--- src/rtl/sc_lock_pkg.sv ---
package sc_lock_pkg;
    typedef enum logic [1:0] {
        PIN_PLAIN   = 2'b00,
        PIN_CLEAR   = 2'b01,
        PIN_SERIAL  = 2'b10,
        PIN_PLAIN_B = 2'b11
    } pin_mode_e;

    typedef enum logic [1:0] {
        RX_WAIT_LOW,
        RX_ARMED,
        RX_START,
        RX_DATA
    } rx_state_e;
endpackage

--- src/rtl/sc_freq_regs.sv ---
module sc_freq_regs #(
    parameter int BYTES = 4,
    localparam int SEL_W = (BYTES > 1) ? $clog2(BYTES) : 1
) (
    input  logic                 clk,
    input  logic                 rst_n,
    input  logic                 wr_en,
    input  logic [SEL_W-1:0]     wr_sel,
    input  logic [7:0]           wr_data,
    output logic [BYTES*8-1:0]   word
);
    for (genvar i = 0; i < BYTES; i++) begin : g_byte
        always_ff @(posedge clk) begin
            if (!rst_n) begin
                word[i*8 +: 8] <= '0;
            end else if (wr_en && wr_sel == SEL_W'(i)) begin
                word[i*8 +: 8] <= wr_data;
            end
        end
    end
endmodule

--- src/rtl/sc_serial_rx.sv ---
module sc_serial_rx
    import sc_lock_pkg::*;
#(
    parameter int ACC_W     = 32,
    parameter int FREQ_BITS = 22,
    parameter int WORD_BITS = 67,
    localparam int SHIFT    = ACC_W - FREQ_BITS,
    localparam int CNT_W    = $clog2(WORD_BITS)
) (
    input  logic             clk,
    input  logic             rst_n,
    input  logic             enable,
    input  logic             pin,
    input  logic             line_start,
    output logic [ACC_W-1:0] rtc_incr,
    output logic             load_strobe
);
    rx_state_e              state_q, state_d;
    logic                   half_q, half_d;
    logic [CNT_W-1:0]       bit_q, bit_d;
    logic                   sample, word_done;
    logic [FREQ_BITS-1:0]   shreg, held;
    logic                   held_v;

    always_ff @(posedge clk) begin
        if (!rst_n || !enable) begin
            state_q <= RX_WAIT_LOW;
            half_q  <= 1'b0;
            bit_q   <= '0;
        end else begin
            state_q <= state_d;
            half_q  <= half_d;
            bit_q   <= bit_d;
        end
    end

    always_comb begin
        state_d   = state_q;
        half_d    = half_q;
        bit_d     = bit_q;
        sample    = 1'b0;
        word_done = 1'b0;
        unique case (state_q)
            RX_WAIT_LOW: if (!pin) state_d = RX_ARMED;
            RX_ARMED:    if (pin)  state_d = RX_START;
            RX_START: begin
                state_d = RX_DATA;
                half_d  = 1'b0;
                bit_d   = '0;
            end
            RX_DATA: begin
                half_d = ~half_q;
                if (half_q) begin
                    sample = 1'b1;
                    bit_d  = bit_q + 1'b1;
                    if (bit_q == CNT_W'(WORD_BITS - 1)) begin
                        word_done = 1'b1;
                        state_d   = RX_WAIT_LOW;
                    end
                end
            end
            default: state_d = RX_WAIT_LOW;
        endcase
    end

    for (genvar i = 0; i < FREQ_BITS; i++) begin : g_cap
        always_ff @(posedge clk) begin
            if (!rst_n) begin
                shreg[i] <= 1'b0;
            end else if (sample && bit_q == CNT_W'(i)) begin
                shreg[i] <= pin;
            end
        end
    end

    logic [FREQ_BITS-1:0] cur_word;
    always_comb begin
        cur_word = shreg;
        if (bit_q == CNT_W'(FREQ_BITS - 1)) cur_word[FREQ_BITS-1] = pin;
    end

    always_ff @(posedge clk) begin
        if (!rst_n) begin
            held        <= '0;
            held_v      <= 1'b0;
            rtc_incr    <= '0;
            load_strobe <= 1'b0;
        end else begin
            load_strobe <= 1'b0;
            if (enable && line_start && held_v) begin
                rtc_incr    <= {held, {SHIFT{1'b0}}};
                load_strobe <= 1'b1;
            end
            if (!enable) begin
                held_v <= 1'b0;
            end else if (word_done) begin
                held   <= (WORD_BITS == FREQ_BITS) ? cur_word : shreg;
                held_v <= 1'b1;
            end else if (line_start) begin
                held_v <= 1'b0;
            end
        end
    end
endmodule

--- src/rtl/sc_phase_core.sv ---
module sc_phase_core #(
    parameter int ACC_W = 32
) (
    input  logic             clk,
    input  logic             rst_n,
    input  logic [ACC_W-1:0] incr,
    input  logic             clr_enable,
    input  logic             pin,
    input  logic             field_start,
    output logic [ACC_W-1:0] phase,
    output logic             clr_strobe
);
    logic pin_q, pend;
    logic rise, apply;

    assign rise  = clr_enable && pin && !pin_q;
    assign apply = clr_enable && pend && field_start;

    always_ff @(posedge clk) begin
        if (!rst_n) begin
            phase      <= '0;
            pin_q      <= 1'b1;
            pend       <= 1'b0;
            clr_strobe <= 1'b0;
        end else begin
            pin_q      <= pin;
            clr_strobe <= apply;
            phase      <= apply ? '0 : phase + incr;
            if (!clr_enable) pend <= 1'b0;
            else             pend <= (pend && !field_start) || rise;
        end
    end
endmodule

--- src/rtl/sc_phase_acc.sv ---
module sc_phase_acc
    import sc_lock_pkg::*;
#(
    parameter int ACC_W     = 32,
    parameter int FREQ_BITS = 22,
    parameter int WORD_BITS = 67,
    localparam int BYTES    = ACC_W / 8,
    localparam int SEL_W    = (BYTES > 1) ? $clog2(BYTES) : 1
) (
    input  logic             clk,
    input  logic             rst_n,
    input  logic             freq_wr_en,
    input  logic [SEL_W-1:0] freq_wr_sel,
    input  logic [7:0]       freq_wr_data,
    input  logic [1:0]       lock_mode,
    input  logic             lock_pin,
    input  logic             field_start,
    input  logic             line_start,
    output logic [ACC_W-1:0] phase_out,
    output logic             lock_upd
);
    pin_mode_e        mode;
    logic [ACC_W-1:0] freq_word, rtc_incr, incr;
    logic             load_strobe, clr_strobe;
    logic             serial_on, clear_on;

    assign mode      = pin_mode_e'(lock_mode);
    assign serial_on = (mode == PIN_SERIAL);
    assign clear_on  = (mode == PIN_CLEAR);
    assign incr      = serial_on ? rtc_incr : freq_word;
    assign lock_upd  = load_strobe | clr_strobe;

    sc_freq_regs #(.BYTES(BYTES)) i_regs (
        .clk(clk), .rst_n(rst_n), .wr_en(freq_wr_en), .wr_sel(freq_wr_sel),
        .wr_data(freq_wr_data), .word(freq_word)
    );

    sc_serial_rx #(.ACC_W(ACC_W), .FREQ_BITS(FREQ_BITS), .WORD_BITS(WORD_BITS)) i_rx (
        .clk(clk), .rst_n(rst_n), .enable(serial_on), .pin(lock_pin),
        .line_start(line_start), .rtc_incr(rtc_incr), .load_strobe(load_strobe)
    );

    sc_phase_core #(.ACC_W(ACC_W)) i_core (
        .clk(clk), .rst_n(rst_n), .incr(incr), .clr_enable(clear_on), .pin(lock_pin),
        .field_start(field_start), .phase(phase_out), .clr_strobe(clr_strobe)
    );
endmodule

--- config.mk ---
export PLATFORM = sky130hd
export DESIGN_NAME = sc_phase_acc
export DESIGN_NICKNAME = d
export VERILOG_FILES = /design/src/rtl/sc_lock_pkg.sv /design/src/rtl/sc_freq_regs.sv /design/src/rtl/sc_serial_rx.sv /design/src/rtl/sc_phase_core.sv /design/src/rtl/sc_phase_acc.sv
export SDC_FILE = /design/constraint.sdc
export NUM_CORES = 1
export LEC_CHECK = 0
export BUFFER_PORTS_ARGS = -buffer_cell sky130_fd_sc_hd__buf_4
export CAP_MARGIN = 20
export CORE_UTILIZATION = 45
export CTS_CLUSTER_DIAMETER = 200
export DETAILED_ROUTE_END_ITERATION = 8
export SYNTH_ARGS = -nofsm -noshare
export SYNTH_HDL_FRONTEND = slang
export SYNTH_SLANG_ARGS = --single-unit
--- constraint.sdc ---
create_clock -name clk -period 3.64 [get_ports clk]
set_input_delay 0.364 -clock clk [delete_from_list [all_inputs] [get_ports clk]]
set_output_delay 0.364 -clock clk [all_outputs]
set_load 0.01 [all_outputs]
# Word level (Yosys, flattened, before mapping)
# Cells that the tools add are included.
# Widths: inputs -> output; s select.
[word_totals]
inputBits = 18
elab_cells = 143
ff_bits = 145
[classes]
n_reduce_logical = 50
add_sub_neg = 2
n_mux = 17
n_bitwise = 3
eq_ne = 34
[ops]
columns = ["cell", "count"]
rows = [
  ["$eq 7x4->1 const B", 8],
  ["$eq 7x5->1 const B", 6],
  ["$logic_and 1x1->1", 33],
  ["$add 32x32->32", 1],
  ["$mux 32", 1],
  ["$eq 7x3->1 const B", 4],
  ["$eq 7x2->1 const B", 2],
  ["$pmux 7 s2", 1],
  ["$eq 2x2->1 const B", 5],
  ["$mux 1", 8],
  ["$mux 2", 4],
  ["$pmux 2 s4", 1],
  ["$reduce_and 2->1", 4],
  ["$add 7x1->7 const B", 1],
  ["$eq 7x1->1 const B", 1],
  ["$eq 7x7->1 const B", 1],
  ["$logic_not 7->1", 1],
  ["$mux 7", 1],
  ["$eq 2x1->1 const B", 3],
  ["$logic_not 1->1", 4],
  ["$logic_not 2->1", 2],
  ["$ne 2x1->1 const B", 2],
  ["$ne 2x2->1 const B", 2],
  ["$reduce_and 4->1", 1],
  ["6 further kinds", 9],
]

# Longest topological paths before layout
[logic_depth]
word_depth = 5
ltp_mapped = 13
ltp_nobuf = 11

# Cells and area by module
# A second synthesis with hierarchy kept.
[unflattened]
hier_cells = 831
area_unflattened_um2 = 7711.1
[by_module_without_submodules]
columns = ["module", "seq_area_each_um2", "area_each_um2", "cells_each", "instances"]
rows = [
  ["sc_serial_rx", 1561.5, 3298.2, 364, 1],
  ["sc_phase_core", 700.7, 2666.3, 313, 1],
  ["sc_freq_regs", 640.6, 1177.4, 115, 1],
  ["sc_phase_acc", 0.0, 569.3, 39, 1],
]

# Worst setup path after synthesis
# OpenSTA, ideal clock, no wires.
[synth_timing]
path_type = "input port to flip-flop"
start = "input port lock_mode[0]"
end = "register i_core.phase[26]"
setup_time_ns = 0.072
required_time_ns = 3.568
slack_ns = 0.799
t_arrival_ns = 2.770
stages = 12
path_buffers = 1
path_cell_list = "nand2b_1 -> clkbuf_1 -> and2_1 -> ha_1 -> fa_1 -> a21o_1 -> a221oi_2 -> o211ai_2 -> nand3_2 -> nand2_2 -> a41oi_1 -> mux2i_1"
[synth_between]
elab_chain_len = 4
word_cells_on_any_way = 7
classes_between = "1 x add/sub; 2 x eq/ne; 1 x mux; 3 x reduce/logical"
[synth_lines]
columns = ["item", "line", "text"]
rows = [
  ["from (decl)", "sc_phase_acc.sv:15", "input logic [1:0] lock_mode,"],
  ["branches (longest 4 deep; another with $add 32x32->32)", "n/a", ""],
  ["to (signal assigned)", "sc_phase_core.sv:28", "phase <= apply ? '0 : phase + incr;"],
  ["to (decl)", "sc_phase_core.sv:10", "output logic [ACC_W-1:0] phase,"],
]
# Parallel ways; which one is timed is not known.
# A chain may end at the register's enable or synchronous reset.

# Worst setup path in the final report
[layout_timing]
start = "input port lock_mode[0]"
end = "register i_core.phase[30]"
# Same word-level chain as after synthesis.

==> summary.txt <==
Run status
  • Status: complete, no violations

Place
  • HPWL Detailed: 12.6 mm
  • GP Congestion: 0.890
  • Port Buffer Count: 50

STA
  • Minimum period implied by the final worst setup slack: 2.76 ns
  • Worst setup skew after layout: 0.0124 ns
  • Number of failing setup endpoints in the final timing report: 0
  • Worst hold-check slack: 0.196 ns
  • Highest attainable clock frequency: 0.362 GHz
  • Period utilization: 75.9%
  • Setup_tns: 0 ns
  • Final count of pins violating max slew: 0
  • Final hold violation count: 0
  • Slew at the pin closest to its max-slew limit: 0.813 ns
  • RSZ-0062 raised after global routing: false
  • Worst max-slew margin expressed relative to the limit: 45.8%

Synth
  • Most common flop cell mapped by yosys: sky130_fd_sc_hd__dfxtp_1
  • Syn Std Cell Area: 7450 sq um
  • Synth Area in XOR/XNOR: 3.29%
  • Post-Synthesis Net Count: 962
  • Synthesized-area fraction occupied by and/or/nand/nor cells: 25.7%
  • Post-synthesis cell type with the largest combined area: sky130_fd_sc_hd__dfxtp_1
  • Largest family of logic cells by synthesized area: simple AND/OR/NAND/NOR gates
  • Average instance area after synthesis: 8.28 sq um
  • Most area-consuming cells after synthesis: sky130_fd_sc_hd__dfxtp_1, sky130_fd_sc_hd__nand2_1, sky130_fd_sc_hd__ha_1, sky130_fd_sc_hd__mux2i_1, sky130_fd_sc_hd__a21boi_0
  • Compound-cell area share of the yosys netlist: 15.2%
  • Adder-cell share of the synthesized area: 7.66%
  • Synth unique cells: 56
  • Syn. warnings: 0
  • Yosys top cell area share: 39.0%
  • Sequential area share after synthesis: 39.0%
  • FFs w/ async S/R, synth: 0%
  • Number of enable-type register cells in the synthesized netlist: 0
  • Mux share of post-synthesis cell area: 6.47%
  • Synthesis-stage register bit count: 145
  • Synthesized instance count: 899

Worst setup path
  • CP max stage cell: sky130_fd_sc_hd__fa_1
  • End of the critical path: i_core.phase[30]
  • Setup crit start kind: input port
  • Slowest Stage Delay on Critical Path: 0.42 ns
  • Worst reg2reg path endpoint: i_core.phase[30]
  • Number of cells on the critical path: 12
  • Critical path start-end classification: in -> reg
  • Launch point of the worst reg-to-reg path: i_regs.word[0]
  • Slack of the worst reg-to-reg path: 1.03 ns
  • Peak fanout along the critical path: 7
  • Data arrival time of the critical path: 3.12 ns
  • Worst setup EP type: flop
  • Register-to-Register Path Depth: 10
  • Critical-path cell list: buf_4 > nand2b_1 > and2_1 > ha_1 > fa_1 > a21o_1 > a221oi_2 > o211ai_2 > nand3_2 > nand2_2 > a41oi_1 > mux2i_1
  • WP buf/inv: 1
  • Worst Setup SP: lock_mode[0]
  • Kind of cell adding the most delay to the critical path: compound AO/OA/AOI/OAI gates
  • CP Data Required Time: 4.00 ns

Floorplan
  • Area of the die: 17100 sq um
  • Core Box Area: 16000 sq um
  • Num ports: 51
  • Floorplan die width: 131 um
  • Vertical die dimension: 131 um
  • FP Rows: 46
  • Initial core utilization: 46.5%

Detailed routing
  • Remaining antenna violation count: 0
  • Count of TritonRoute iterations in the first routing pass: 4
  • DR vias/cell: 5.04
  • Violation count after the first detailed-route iteration: 345
  • Post-detailed-route wirelength per cell: 14.7 um
  • Aggregate routed wire length: 17.1 mm
  • Via count: 5866
  • Residual DRC: 0

Cells and area
  • Footprint of the multi-input gates: 4350 sq um
  • Diode count: 0
  • Fraction of final layout cells sized beyond drive strength 1: 11.2%
  • Final-layout fill cell count: 1556
  • Most common library cell in the layout ignoring fill and taps: sky130_fd_sc_hd__nand2_1
  • Commonest cells after routing, fill and taps aside: sky130_fd_sc_hd__nand2_1, sky130_fd_sc_hd__dfxtp_1, sky130_fd_sc_hd__a21boi_0, sky130_fd_sc_hd__buf_4, sky130_fd_sc_hd__nor2_1
  • Area growth from synthesis to layout: 15.0%
  • Number of nets at the end of the flow: 999
  • Register area: 2900 sq um

GRT
  • Total global-route track usage: 21.4%
  • Wire length of the first global-routing pass: 28.1 mm
  • Number of antenna violations at the first check in global routing: 0
  • Number of global-route vias before repair: 5518
  • Pin count of the biggest net entering global routing: 101
  • Total global routing overflow: 0

Clocking
  • Maximum buffer depth of the clock tree: 2
  • Clock latency reported for the late side of the worst-skew pair: 0.42 ns
  • Clock edge transition at the registers on the reported setup and hold paths: 0.06 ns
  • TritonCTS clock tree: yes
  • Hold buffer count at cts: 0
  • CTS Root Buffer Type: sky130_fd_sc_hd__clkbuf_16
  • Max H-tree Level: 4
  • CTS buffer count: 17
  • Number of resized instances in the post-cts repair step: 0
  • Sinks on the clock net: 145
  • Postcts setup bufs: 0

Pwr
  • Total power divided by cell area: 413 nW/um^2
  • Static Leakage: 3.68 nW
  • Peak ir drop on the vdd network: 0.331 mV
  • Overall power of the completed layout: 3.54 mW

Worst hold path
  • Min-delay worst type: in -> reg

Job
  • Count of maximum capacitance violations: 0
## cells in the mapped netlist, types with 2 or more instances
cell type,instances
sky130_fd_sc_hd__a211oi_1,3
sky130_fd_sc_hd__a21boi_0,58
sky130_fd_sc_hd__a21o_1,20
sky130_fd_sc_hd__a21oi_1,31
sky130_fd_sc_hd__a21oi_2,2
sky130_fd_sc_hd__a221oi_2,2
sky130_fd_sc_hd__a31oi_1,6
sky130_fd_sc_hd__a41oi_1,2
sky130_fd_sc_hd__and2_1,18
sky130_fd_sc_hd__and3_1,11
sky130_fd_sc_hd__buf_1,2
sky130_fd_sc_hd__buf_2,2
sky130_fd_sc_hd__clkbuf_1,37
sky130_fd_sc_hd__dfxtp_1,145
sky130_fd_sc_hd__ha_1,44
sky130_fd_sc_hd__inv_1,12
sky130_fd_sc_hd__mux2i_1,47
sky130_fd_sc_hd__nand2_1,219
sky130_fd_sc_hd__nand2b_1,13
sky130_fd_sc_hd__nand3_1,36
sky130_fd_sc_hd__nand3b_1,3
sky130_fd_sc_hd__nand4_1,5
sky130_fd_sc_hd__nor2_1,49
sky130_fd_sc_hd__nor2b_1,42
sky130_fd_sc_hd__nor3_1,10
sky130_fd_sc_hd__nor3_2,2
sky130_fd_sc_hd__nor4_1,2
sky130_fd_sc_hd__o211ai_1,2
sky130_fd_sc_hd__o21a_1,3
sky130_fd_sc_hd__o21ai_0,12
sky130_fd_sc_hd__o21ai_1,5
sky130_fd_sc_hd__o21bai_1,3
sky130_fd_sc_hd__or2_2,2
sky130_fd_sc_hd__xnor2_1,16
sky130_fd_sc_hd__xor2_1,12
## how the worst min path moves through the flow
stage,startpoint,end,slack [ns],cells past startpoint
after floorplan,i_rx.shreg[21],i_rx.held[21],0.43,2
final,rst_n,i_regs.word[2],0.20,2
after global routing,line_start,i_rx.load_strobe,0.21,3
after detailed placement,i_rx.shreg[21],i_rx.held[21],0.46,2
after global placement,i_rx.held[5],i_rx.rtc_incr[15],0.45,2
after CTS,rst_n,i_regs.word[2],0.18,2
## per-layer routing
layer	vias up	track usage [%]	wire, um
met1	2664	29.4	8690
met5	-	0	0
met3	13	4.32	382
met4	0	7.10	242
li1	3121	-	-
met2	68	33.6	7740
## area by class of cell
type | count | share of cell area, %
well taps | 216 | 3.16
repair buffers | 59 | 5.32
clock inverters | 8 | 0.658
clock buffers | 22 | 5.66
inverters | 12 | 0.526
flip-flops and latches | 145 | 33.9
multi-input cells | 701 | 50.8
## logic make-up after synthesis
logic type	after synthesis
AND/OR/NAND/NOR	419
AO/OA/AOI/OAI	161
flip-flops	145
buffers and inverters	53
multiplexers	48
adder cells (fa/ha/maj)	45
XOR/XNOR	28
## sequential cells by signal, summed over array words and instances, names as in the netlist
name	flops
i_core.phase	32
i_regs.word	32
i_rx.held	22
i_rx.rtc_incr	22
i_rx.cur_word	21
i_rx.bit_q	7
i_rx.state_q	2
i_core.clr_strobe	1
i_core.pend	1
i_core.pin_q	1
i_rx.half_q	1
i_rx.held_v	1
i_rx.load_strobe	1
i_rx.shreg	1
## report_power, final
| group | switching [mW] | internal [mW] |
|---|---|---|
| clock network | 0.673 | 0.936 |
| registers | 0.0250 | 1.62 |
| logic | 0.158 | 0.127 |
| total | 0.855 | 2.68 |
## per-stage QoR
stage          std cells  area (sq um)  util [%]  setup WS, ns
3_3_place_gp        1133          8020      50.1         0.502
3_5_place_dp        1133          8020      50.1         0.440
6_report            1163          8560      53.5         0.879
2_1_floorplan        899          7450         -         0.799
5_1_grt             1163          8560      53.5         0.674
4_1_cts             1163          8560      53.5         0.877
(Power assumes the default switching activity.)
